### src/rtl/lpwm_pkg.sv
package lpwm_pkg;
  localparam int ADDR_W     = 3;
  localparam int PRESC_W    = 3;
  localparam int FLAG_DELAY = 2;
  localparam int N_FLAGS    = 2;
  localparam int F_RELOAD   = 0;
  localparam int F_CMP      = 1;

  typedef enum logic [ADDR_W-1:0] {
    A_CTRL   = 3'd0,
    A_CFG    = 3'd1,
    A_RELOAD = 3'd2,
    A_CMP    = 3'd3,
    A_STAT   = 3'd4,
    A_CLR    = 3'd5
  } reg_addr_e;

  typedef struct packed {
    logic               pol;
    logic [PRESC_W-1:0] presc;
  } cfg_t;
endpackage

### src/rtl/lpwm_prescaler.sv
module lpwm_prescaler
  import lpwm_pkg::*;
#(
  parameter int P_W = PRESC_W
) (
  input  logic           clk,
  input  logic           rst,
  input  logic           en,
  input  logic [P_W-1:0] presc,
  output logic           tick
);
  localparam int DIV_W = (1 << P_W) - 1;

  logic [DIV_W-1:0] pcnt;
  logic [DIV_W:0]   span;
  logic [DIV_W-1:0] limit;

  assign span  = (DIV_W+1)'(1) << presc;
  assign limit = DIV_W'(span - (DIV_W+1)'(1));
  assign tick  = en && (pcnt == limit);

  always_ff @(posedge clk) begin
    if (rst)       pcnt <= '0;
    else if (!en)  pcnt <= '0;
    else if (tick) pcnt <= '0;
    else           pcnt <= pcnt + 1'b1;
  end

  p_pcnt_clear_r2: assert property (@(posedge clk) disable iff (rst)
    !en |=> (pcnt == '0));
  p_pcnt_bound_r5: assert property (@(posedge clk) disable iff (rst)
    en |-> (pcnt <= limit));
endmodule

### src/rtl/lpwm_regs.sv
module lpwm_regs
  import lpwm_pkg::*;
#(
  parameter int DATA_W = 32,
  parameter int CNT_W  = 16
) (
  input  logic              clk,
  input  logic              rst,
  input  logic [ADDR_W-1:0] addr,
  input  logic              we,
  input  logic [DATA_W-1:0] wdata,
  input  logic              tick,
  output logic [DATA_W-1:0] rdata,
  output logic              en,
  output logic              run,
  output cfg_t              cfg,
  output logic [CNT_W-1:0]  arr_pre,
  output logic [CNT_W-1:0]  cmp_pre
);
  localparam int PEND_W = $clog2(FLAG_DELAY + 1);

  logic wr_ctrl, wr_cfg, wr_rel, wr_cmp, wr_clr;
  logic [N_FLAGS-1:0] upd;
  logic [N_FLAGS-1:0] flags;
  logic [N_FLAGS-1:0] fire;

  assign wr_ctrl = we && (addr == A_CTRL);
  assign wr_cfg  = we && (addr == A_CFG);
  assign wr_rel  = we && (addr == A_RELOAD);
  assign wr_cmp  = we && (addr == A_CMP);
  assign wr_clr  = we && (addr == A_CLR);

  assign upd[F_RELOAD] = wr_rel && en;
  assign upd[F_CMP]    = wr_cmp && en;

  always_ff @(posedge clk) begin
    if (rst) begin
      en  <= 1'b0;
      run <= 1'b0;
    end else if (wr_ctrl) begin
      en  <= wdata[0];
      run <= wdata[0] && (wdata[1] || run);
    end
  end

  always_ff @(posedge clk) begin
    if (rst)                cfg <= '0;
    else if (wr_cfg && !en) cfg <= cfg_t'(wdata[PRESC_W:0]);
  end

  always_ff @(posedge clk) begin
    if (rst) begin
      arr_pre <= '0;
      cmp_pre <= '0;
    end else begin
      if (upd[F_RELOAD]) arr_pre <= wdata[CNT_W-1:0];
      if (upd[F_CMP])    cmp_pre <= wdata[CNT_W-1:0];
    end
  end

  for (genvar g = 0; g < N_FLAGS; g++) begin : g_flag
    logic [PEND_W-1:0] pend;
    assign fire[g] = tick && (pend == PEND_W'(1));

    always_ff @(posedge clk) begin
      if (rst)                            pend <= '0;
      else if (upd[g])                    pend <= PEND_W'(FLAG_DELAY);
      else if (!en)                       pend <= '0;
      else if (tick && (pend != '0))      pend <= pend - 1'b1;
    end

    always_ff @(posedge clk) begin
      if (rst)                      flags[g] <= 1'b0;
      else if (fire[g])             flags[g] <= 1'b1;
      else if (wr_clr && wdata[g])  flags[g] <= 1'b0;
    end

    p_flag_clear_r10: assert property (@(posedge clk) disable iff (rst)
      (wr_clr && wdata[g] && !fire[g]) |=> !flags[g]);
    p_flag_on_tick_r9: assert property (@(posedge clk) disable iff (rst)
      $rose(flags[g]) |-> $past(tick));
  end

  always_ff @(posedge clk) begin
    if (rst) rdata <= '0;
    else begin
      case (addr)
        A_CTRL:   rdata <= DATA_W'({run, en});
        A_CFG:    rdata <= DATA_W'(cfg);
        A_RELOAD: rdata <= DATA_W'(arr_pre);
        A_CMP:    rdata <= DATA_W'(cmp_pre);
        A_STAT:   rdata <= DATA_W'(flags);
        default:  rdata <= '0;
      endcase
    end
  end

  p_cfg_locked_r3: assert property (@(posedge clk) disable iff (rst)
    en |=> $stable(cfg));
  p_reload_locked_r4: assert property (@(posedge clk) disable iff (rst)
    !en |=> ($stable(arr_pre) && $stable(cmp_pre)));
  p_run_needs_en_r2: assert property (@(posedge clk) disable iff (rst)
    run |-> en);
endmodule

### src/rtl/lpwm_core.sv
module lpwm_core #(
  parameter int CNT_W = 16
) (
  input  logic             clk,
  input  logic             rst,
  input  logic             run,
  input  logic             tick,
  input  logic             pol,
  input  logic [CNT_W-1:0] arr_pre,
  input  logic [CNT_W-1:0] cmp_pre,
  output logic             pwm_o
);
  logic [CNT_W-1:0] cnt;
  logic [CNT_W-1:0] arr_act;
  logic [CNT_W-1:0] cmp_act;
  logic             at_top;
  logic             wrap;

  assign at_top = (cnt == arr_act);
  assign wrap   = run && tick && at_top;

  always_ff @(posedge clk) begin
    if (rst)       cnt <= '0;
    else if (!run) cnt <= '0;
    else if (tick) cnt <= at_top ? '0 : cnt + 1'b1;
  end

  always_ff @(posedge clk) begin
    if (rst) begin
      arr_act <= '0;
      cmp_act <= '0;
    end else if (!run || wrap) begin
      arr_act <= arr_pre;
      cmp_act <= cmp_pre;
    end
  end

  always_ff @(posedge clk) begin
    if (rst) pwm_o <= 1'b0;
    else     pwm_o <= pol ^ (run && (cnt > cmp_act));
  end

  p_cnt_bound_r6: assert property (@(posedge clk) disable iff (rst)
    run |-> (cnt <= arr_act));
  p_shadow_hold_r8: assert property (@(posedge clk) disable iff (rst)
    (run && !(tick && at_top)) |=> ($stable(arr_act) && $stable(cmp_act)));
  p_idle_out_r2: assert property (@(posedge clk) disable iff (rst)
    !run |=> (pwm_o == $past(pol)));
  p_cnt_step_r5: assert property (@(posedge clk) disable iff (rst)
    (run && !tick) |=> $stable(cnt));
endmodule

### src/rtl/lpwm_timer.sv
module lpwm_timer
  import lpwm_pkg::*;
#(
  parameter int DATA_W = 32,
  parameter int CNT_W  = 16
) (
  input  logic              clk,
  input  logic              rst,
  input  logic [ADDR_W-1:0] bus_addr,
  input  logic              bus_we,
  input  logic [DATA_W-1:0] bus_wdata,
  output logic [DATA_W-1:0] bus_rdata,
  output logic              pwm_o
);
  logic             en, run, tick;
  cfg_t             cfg;
  logic [CNT_W-1:0] arr_pre, cmp_pre;

  lpwm_regs #(.DATA_W(DATA_W), .CNT_W(CNT_W)) regs_i (
    .clk(clk), .rst(rst), .addr(bus_addr), .we(bus_we), .wdata(bus_wdata),
    .tick(tick), .rdata(bus_rdata), .en(en), .run(run), .cfg(cfg),
    .arr_pre(arr_pre), .cmp_pre(cmp_pre)
  );

  lpwm_prescaler #(.P_W(PRESC_W)) presc_i (
    .clk(clk), .rst(rst), .en(en), .presc(cfg.presc), .tick(tick)
  );

  lpwm_core #(.CNT_W(CNT_W)) core_i (
    .clk(clk), .rst(rst), .run(run), .tick(tick), .pol(cfg.pol),
    .arr_pre(arr_pre), .cmp_pre(cmp_pre), .pwm_o(pwm_o)
  );
endmodule

### config.mk
export PLATFORM = sky130hd
export DESIGN_NAME = lpwm_timer
export DESIGN_NICKNAME = d
export VERILOG_FILES = /design/src/rtl/lpwm_pkg.sv /design/src/rtl/lpwm_prescaler.sv /design/src/rtl/lpwm_regs.sv /design/src/rtl/lpwm_core.sv /design/src/rtl/lpwm_timer.sv
export SDC_FILE = /design/constraint.sdc
export NUM_CORES = 1
export LEC_CHECK = 0
export ABC_AREA = 1
export BUFFER_PORTS_ARGS = -buffer_cell sky130_fd_sc_hd__clkbuf_2
export CORE_MARGIN = 4
export CORE_UTILIZATION = 25
export CTS_CLUSTER_SIZE = 8
export DETAILED_ROUTE_END_ITERATION = 10
export PLACE_DENSITY_LB_ADDON = 0.3
export SLEW_MARGIN = 20
export SYNTH_ARGS = -nofsm -noshare
export SYNTH_HDL_FRONTEND = slang
export SYNTH_HIERARCHICAL = 1
export SYNTH_SLANG_ARGS = --single-unit
### constraint.sdc
create_clock -name clk -period 4.4 [get_ports clk]
set_clock_uncertainty 0.2 [all_clocks]
set_input_delay 1.1 -clock clk [delete_from_list [all_inputs] [get_ports clk]]
set_output_delay 1.1 -clock clk [all_outputs]
set_load 0.05 [all_outputs]
# Word level (Yosys, flattened, before mapping)
# Cells that the tools add are included.
dict set report classes {
  add_sub_neg 5
  magnitude_cmp 1
  eq_ne 11
  shift 1
  mux 12
  n_bitwise 3
  n_reduce_logical 32
}
# cell count
set ops {}
lappend ops {{16-bit case mux with 5 select lines} 1}
lappend ops {{1-bit logical AND} 19}
lappend ops {{16-bit by 1-bit adder with 16-bit output (second input constant)} 1}
lappend ops {{16-bit equality test} 1}
lappend ops {{16-bit greater-than comparator} 1}
lappend ops {{16-bit two-way mux} 1}
lappend ops {{2-bit two-way mux} 6}
lappend ops {{3-bit OR reduction} 3}
lappend ops {{2-bit nonzero test} 4}
lappend ops {{7-bit by 1-bit adder with 7-bit output (second input constant)} 1}
lappend ops {{7-bit equality test} 1}
lappend ops {{1-bit by 3-bit << shifter with 7-bit output (first input constant)} 1}
lappend ops {{7-bit by 1-bit subtractor with 7-bit output (second input constant)} 1}
lappend ops {{3-bit by 2-bit equality test with 1-bit output (second input constant)} 2}
lappend ops {{3-bit equality test (second input constant)} 2}
lappend ops {{3-bit inequality test (second input constant)} 2}
lappend ops {{2-bit by 1-bit equality test with 1-bit output (second input constant)} 2}
lappend ops {{1-bit two-way mux} 4}
lappend ops {{2-bit by 1-bit subtractor with 2-bit output (second input constant)} 2}
lappend ops {{3-bit by 1-bit equality test with 1-bit output (second input constant)} 1}
lappend ops {{3-bit zero test} 1}
lappend ops {{1-bit zero test} 2}
lappend ops {{1-bit logical OR} 2}
lappend ops {{1-bit inverter} 2}
lappend ops {{other kinds (2)} 2}
dict set report totals {
  ff_bits 132
  input_bits 38
  output_inout_bits 33
  elab_cells 83
}

# Longest topological paths before layout
dict set report logic_depth {
  ltp_word 8
  mapped_depth 18
  depth_no_buf 17
}

# Hierarchy
# The synthesis kept the hierarchy.
# module instances cells_each area_each_um2 seq_area_each_um2
set by_module_without_submodules {}
lappend by_module_without_submodules {lpwm_core 1 430 2865.2 980.9}
lappend by_module_without_submodules {lpwm_regs 1 356 2568.7 1201.2}
lappend by_module_without_submodules {lpwm_prescaler 1 73 449.2 140.1}

# Worst setup path before layout
# OpenSTA, ideal clock, no wires.
dict set report synth_path {
  path_type {reg-to-reg}
  from {register, netlist name regs_i/cfg[2]}
  to {register core_i.cnt[13]}
  setup_time_ps 117
  t_arrival_ps 1956
  t_required_ps 4083
  path_slack_ps 2127
  stages_incl_launch_ff 14
  n_path_buf 0
  period_less_slack_ps 2273
  cell_sequence {dfxtp_1 nand2_1 o21ai_1 nand2_1 nor2_1 nand3_2 inv_1 nand3_1 nor2_2 nand4_2 nor2_2 nand2_1 xor2_1 nor2_1}
}
dict set report synth_via {
  elab_chain_len 4
}
# element line_no
set synth_lines {}
lappend synth_lines {{1-bit by 3-bit << shifter with 7-bit output} lpwm_prescaler.sv:18} ;# assign span = (DIV_W+1)'(1) << presc;
lappend synth_lines {{7-bit by 1-bit subtractor with 7-bit output} lpwm_prescaler.sv:19} ;# assign limit = DIV_W'(span - (DIV_W+1)'(1));
lappend synth_lines {{7-bit equality test} lpwm_prescaler.sv:20} ;# assign tick = en && (pcnt == limit);
lappend synth_lines {{1-bit logical AND} lpwm_prescaler.sv:20}
lappend synth_lines {{named net tick} lpwm_timer.sv:15} ;# logic en, run, tick;
lappend synth_lines {{to (signal assigned)} lpwm_core.sv:25} ;# else if (tick) cnt <= at_top ? '0 : cnt + 1'b1;
lappend synth_lines {{to (decl)} lpwm_core.sv:13} ;# logic [CNT_W-1:0] cnt;
# The timed path passes the listed nets, and every way through them passes these cells.
# A chain may end at the register's enable or synchronous reset.

# Worst setup path in the final report
dict set report layout_path {
  from {register, netlist name regs_i/cfg[1]}
  to {register core_i.cnt[12]}
}
dict set report layout_via {
  elab_chain_len 4
}
# element line_no
set layout_lines {}
lappend layout_lines {{1-bit by 3-bit << shifter with 7-bit output} lpwm_prescaler.sv:18}
lappend layout_lines {{7-bit by 1-bit subtractor with 7-bit output} lpwm_prescaler.sv:19}
lappend layout_lines {{7-bit equality test} lpwm_prescaler.sv:20}
lappend layout_lines {{1-bit logical AND} lpwm_prescaler.sv:20}
lappend layout_lines {{named net tick} lpwm_timer.sv:15}
# The timed path passes the listed nets, and every way through them passes these cells.

==> flow_summary.json <==
{
  "syn_area_per_cell_um2": 6.85,
  "yosysWarningCount": 6,
  "fmax_mhz": 312,
  "cts_tree": "done",
  "rows": 55,
  "dp_worst_setup_slack_ns": 1.22,
  "fin_ws_ns": 1.20,
  "p_leak_nw": 3.00,
  "hold_viol": 0,
  "viasPerCell": 4.12,
  "cts-root-buf": "clkbuf_16",
  "cts_buffers": 17,
  "synth-seq-cells": 116,
  "gp_congestion": 0.802,
  "fp.dieArea_mm2": 0.0261,
  "status": "finished, final reports clean",
  "drt_wl_total_um": 14600,
  "grt_antenna_before_repair": 0,
  "cts.clk_slew.worst_paths_ns": 0.05,
  "grt_pass1_vias": 4628,
  "die_height_um": 161,
  "core-area_mm2": 0.0229,
  "arrival_ns": 3.30,
  "grt_pass1_wl_um": 23800,
  "drt-pass1-iter-count": 4,
  "drt-initial-drc-count": 230,
  "path_max_fanout": 18,
  "synth.yosys.seq_area_share_pct": 39.5,
  "period_minus_slack_ns": 3.20,
  "drive_above_1_share_pct": 12.0,
  "synthFlopType": "dfxtp_1",
  "critPathRequiredTime_ns": 4.50,
  "worst_pin_slew_ns": 0.813,
  "die_w_um": 161,
  "top_layer_used": "met4",
  "synth_area_mm2": 0.00588,
  "slew_violations": 0,
  "intPower_mw": 2.08,
  "synth_edf_count": 0,
  "post_cts_resized": 0,
  "setup_viol": 0,
  "maxCapViolCount": 0,
  "pwr-share-comb_pct": 5.6,
  "initial_core_util_pct": 25.7,
  "power_density_mw_per_mm2": 389,
  "synthArstFlopShare_pct": 0,
  "io_buffers": 38,
  "drt-met1-wl_um": 7320,
  "min_period_over_period_pct": 72.8,
  "critical_path_class": "reg -> reg",
  "nNetsFinal": 950,
  "overflow": 0,
  "cp-end-kind": "flop",
  "seqPwrFrac_pct": 39.8,
  "slew_headroom_pct": 45.7,
  "diodes": 0,
  "drc": 0,
  "wl_met3_um": 443,
  "grt_max_degree": 52,
  "dp_hpwl_um": 10200,
  "cts_setup_buffers": 0,
  "cts_num_sinks": 116,
  "grt_setup_unrepaired": "false",
  "wl_per_cell_um": 12.0,
  "setup_tns_ns": 0,
  "detail-route-antenna-nets": 0,
  "area_growth_pct": 17.1,
  "ctsHoldBuffers": 0,
  "clockBufferDepth": 2,
  "yosysUniqueCellTypes": 31,
  "num_io_pins": 71,
  "insertion_delay_ns": 0.41,
  "grt_usage_pct": 11.3,
  "p_sw_share_pct": 22.2,
  "final_core_util_pct": 30.1,
  "p_switching_mw": 0.595,
  "final_cell_mix": "nand2_1, nor2_1, dfxtp_1",
  "syn_inst": 859,
  "holdCritPathClass": "reg -> reg",
  "dr_wl_met2_um": 6600,
  "vdd.ir_drop.worst_mv": 0.243,
  "clock_power_share_pct": 54.6,
  "cts_max_level": 4,
  "crit_path_start_kind": "flop",
  "num_vias": 5015,
  "mostFrequentLayoutCell": "nand2_1"
}
## through the flow
step	instances	instance area, um^2	total power, mW	hold WS, ns
2_1_floorplan	874	5940	1.21	0.240
3_3_place_gp	1184	6260	1.24	0.253
3_5_place_dp	1184	6260	1.24	0.259
4_1_cts	1216	6890	2.71	0.266
5_1_grt	1216	6890	2.77	0.301
6_report	1216	6890	2.68	0.261
## cells by family after synthesis
group | after synthesis | synth area share (%)
AND/OR/NAND/NOR | 459 | 33.3
buffers and inverters | 150 | 11.9
flip-flops | 116 | 39.5
AO/OA/AOI/OAI | 95 | 8.25
adder cells (fa/ha/maj) | 22 | 4.68
XOR/XNOR | 16 | 2.38
other | 1 | 0.0637
## metal layers
layer  GRT usage, %  vias to the layer above
li1               -                     2714
met1           15.2                     2219
met2           18.2                       65
met3           2.17                       17
met4           3.80                        0
met5              0                        -
## sequential cells by signal (all words and copies together), names as in the netlist
signal and count:
core_i/arr_act 16, core_i/cmp_act 16, core_i/cnt 16, regs_i/arr_pre 16, regs_i/cmp_pre 16, regs_i/rdata 16, presc_i/pcnt 7, regs_i/cfg 4
regs_i/g_flag.pend 4, regs_i/flags 2, core_i/pwm_o 1, regs_i/en 1, regs_i/run 1
## worst paths after layout
path | cells after the start | startpoint | slack [ns] | end
worst min register to register | 2 | regs_i/flags[0]$_SDFFE_PP0P_ | 0.26 | regs_i/flags[0]$_SDFFE_PP0P_
worst max-delay path | 16 | regs_i/cfg[1]$_SDFFE_PP0P_ | 1.20 | core_i/cnt[12]$_SDFFE_PP0P_
worst max register to register | 16 | regs_i/cfg[1]$_SDFFE_PP0P_ | 1.20 | core_i/cnt[12]$_SDFFE_PP0P_
worst min-delay path | 2 | regs_i/flags[0]$_SDFFE_PP0P_ | 0.26 | regs_i/flags[0]$_SDFFE_PP0P_
## power groups by stage
stage	registers [mW]	clock network, mW	logic [mW]
after floorplan	1.09	0	0.126
after global placement	1.09	0	0.151
after detailed placement	1.09	0	0.150
after CTS	1.07	1.49	0.151
after global routing	1.07	1.54	0.167
final	1.07	1.46	0.150
## cell type report
cell class,count,area [um^2]
Sequential cell,116,2320
Tap cell,313,392
Clock inverter,10,153
Multi-Input combinational cell,608,2920
Clock buffer,22,474
Timing Repair Buffer,46,250
Inverter,101,379
Fill cell,2495,16000
## Yosys cell counts (2+ instances only)
cell type | number | area [um^2]
a21oi_1 | 65 | 325
buf_2 | 12 | 60.1
buf_4 | 16 | 120
buf_6 | 8 | 90.1
clkbuf_1 | 13 | 48.8
dfxtp_1 | 116 | 2320
ha_1 | 22 | 275
inv_1 | 92 | 345
inv_2 | 8 | 30.0
nand2_1 | 205 | 769
nand2_4 | 2 | 22.5
nand3_1 | 51 | 255
nand3_2 | 10 | 100
nand4_1 | 9 | 56.3
nor2_1 | 162 | 608
nor2_2 | 5 | 31.3
nor3_1 | 9 | 45.0
nor3_2 | 2 | 20.0
o21ai_0 | 16 | 80.1
o21ai_1 | 11 | 55.1
xnor2_1 | 3 | 26.3
xor2_1 | 13 | 114
## worst max-delay path, cell delays in order (launching register included)
cell	delay (ns)
dfxtp_1	0.47
nand2_1	0.13
o21ai_1	0.16
nand2_1	0.07
nor2_1	0.14
nand3_2	0.13
inv_1	0.08
buf_4	0.18
nand2_1	0.08
nor2_1	0.11
nand2_1	0.07
nor2_2	0.11
nand3_2	0.31
nand2_1	0.52
inv_1	0.19
nand2_1	0.10
nor2_1	0.04
Note: power is estimated with default switching activity, not from simulation.
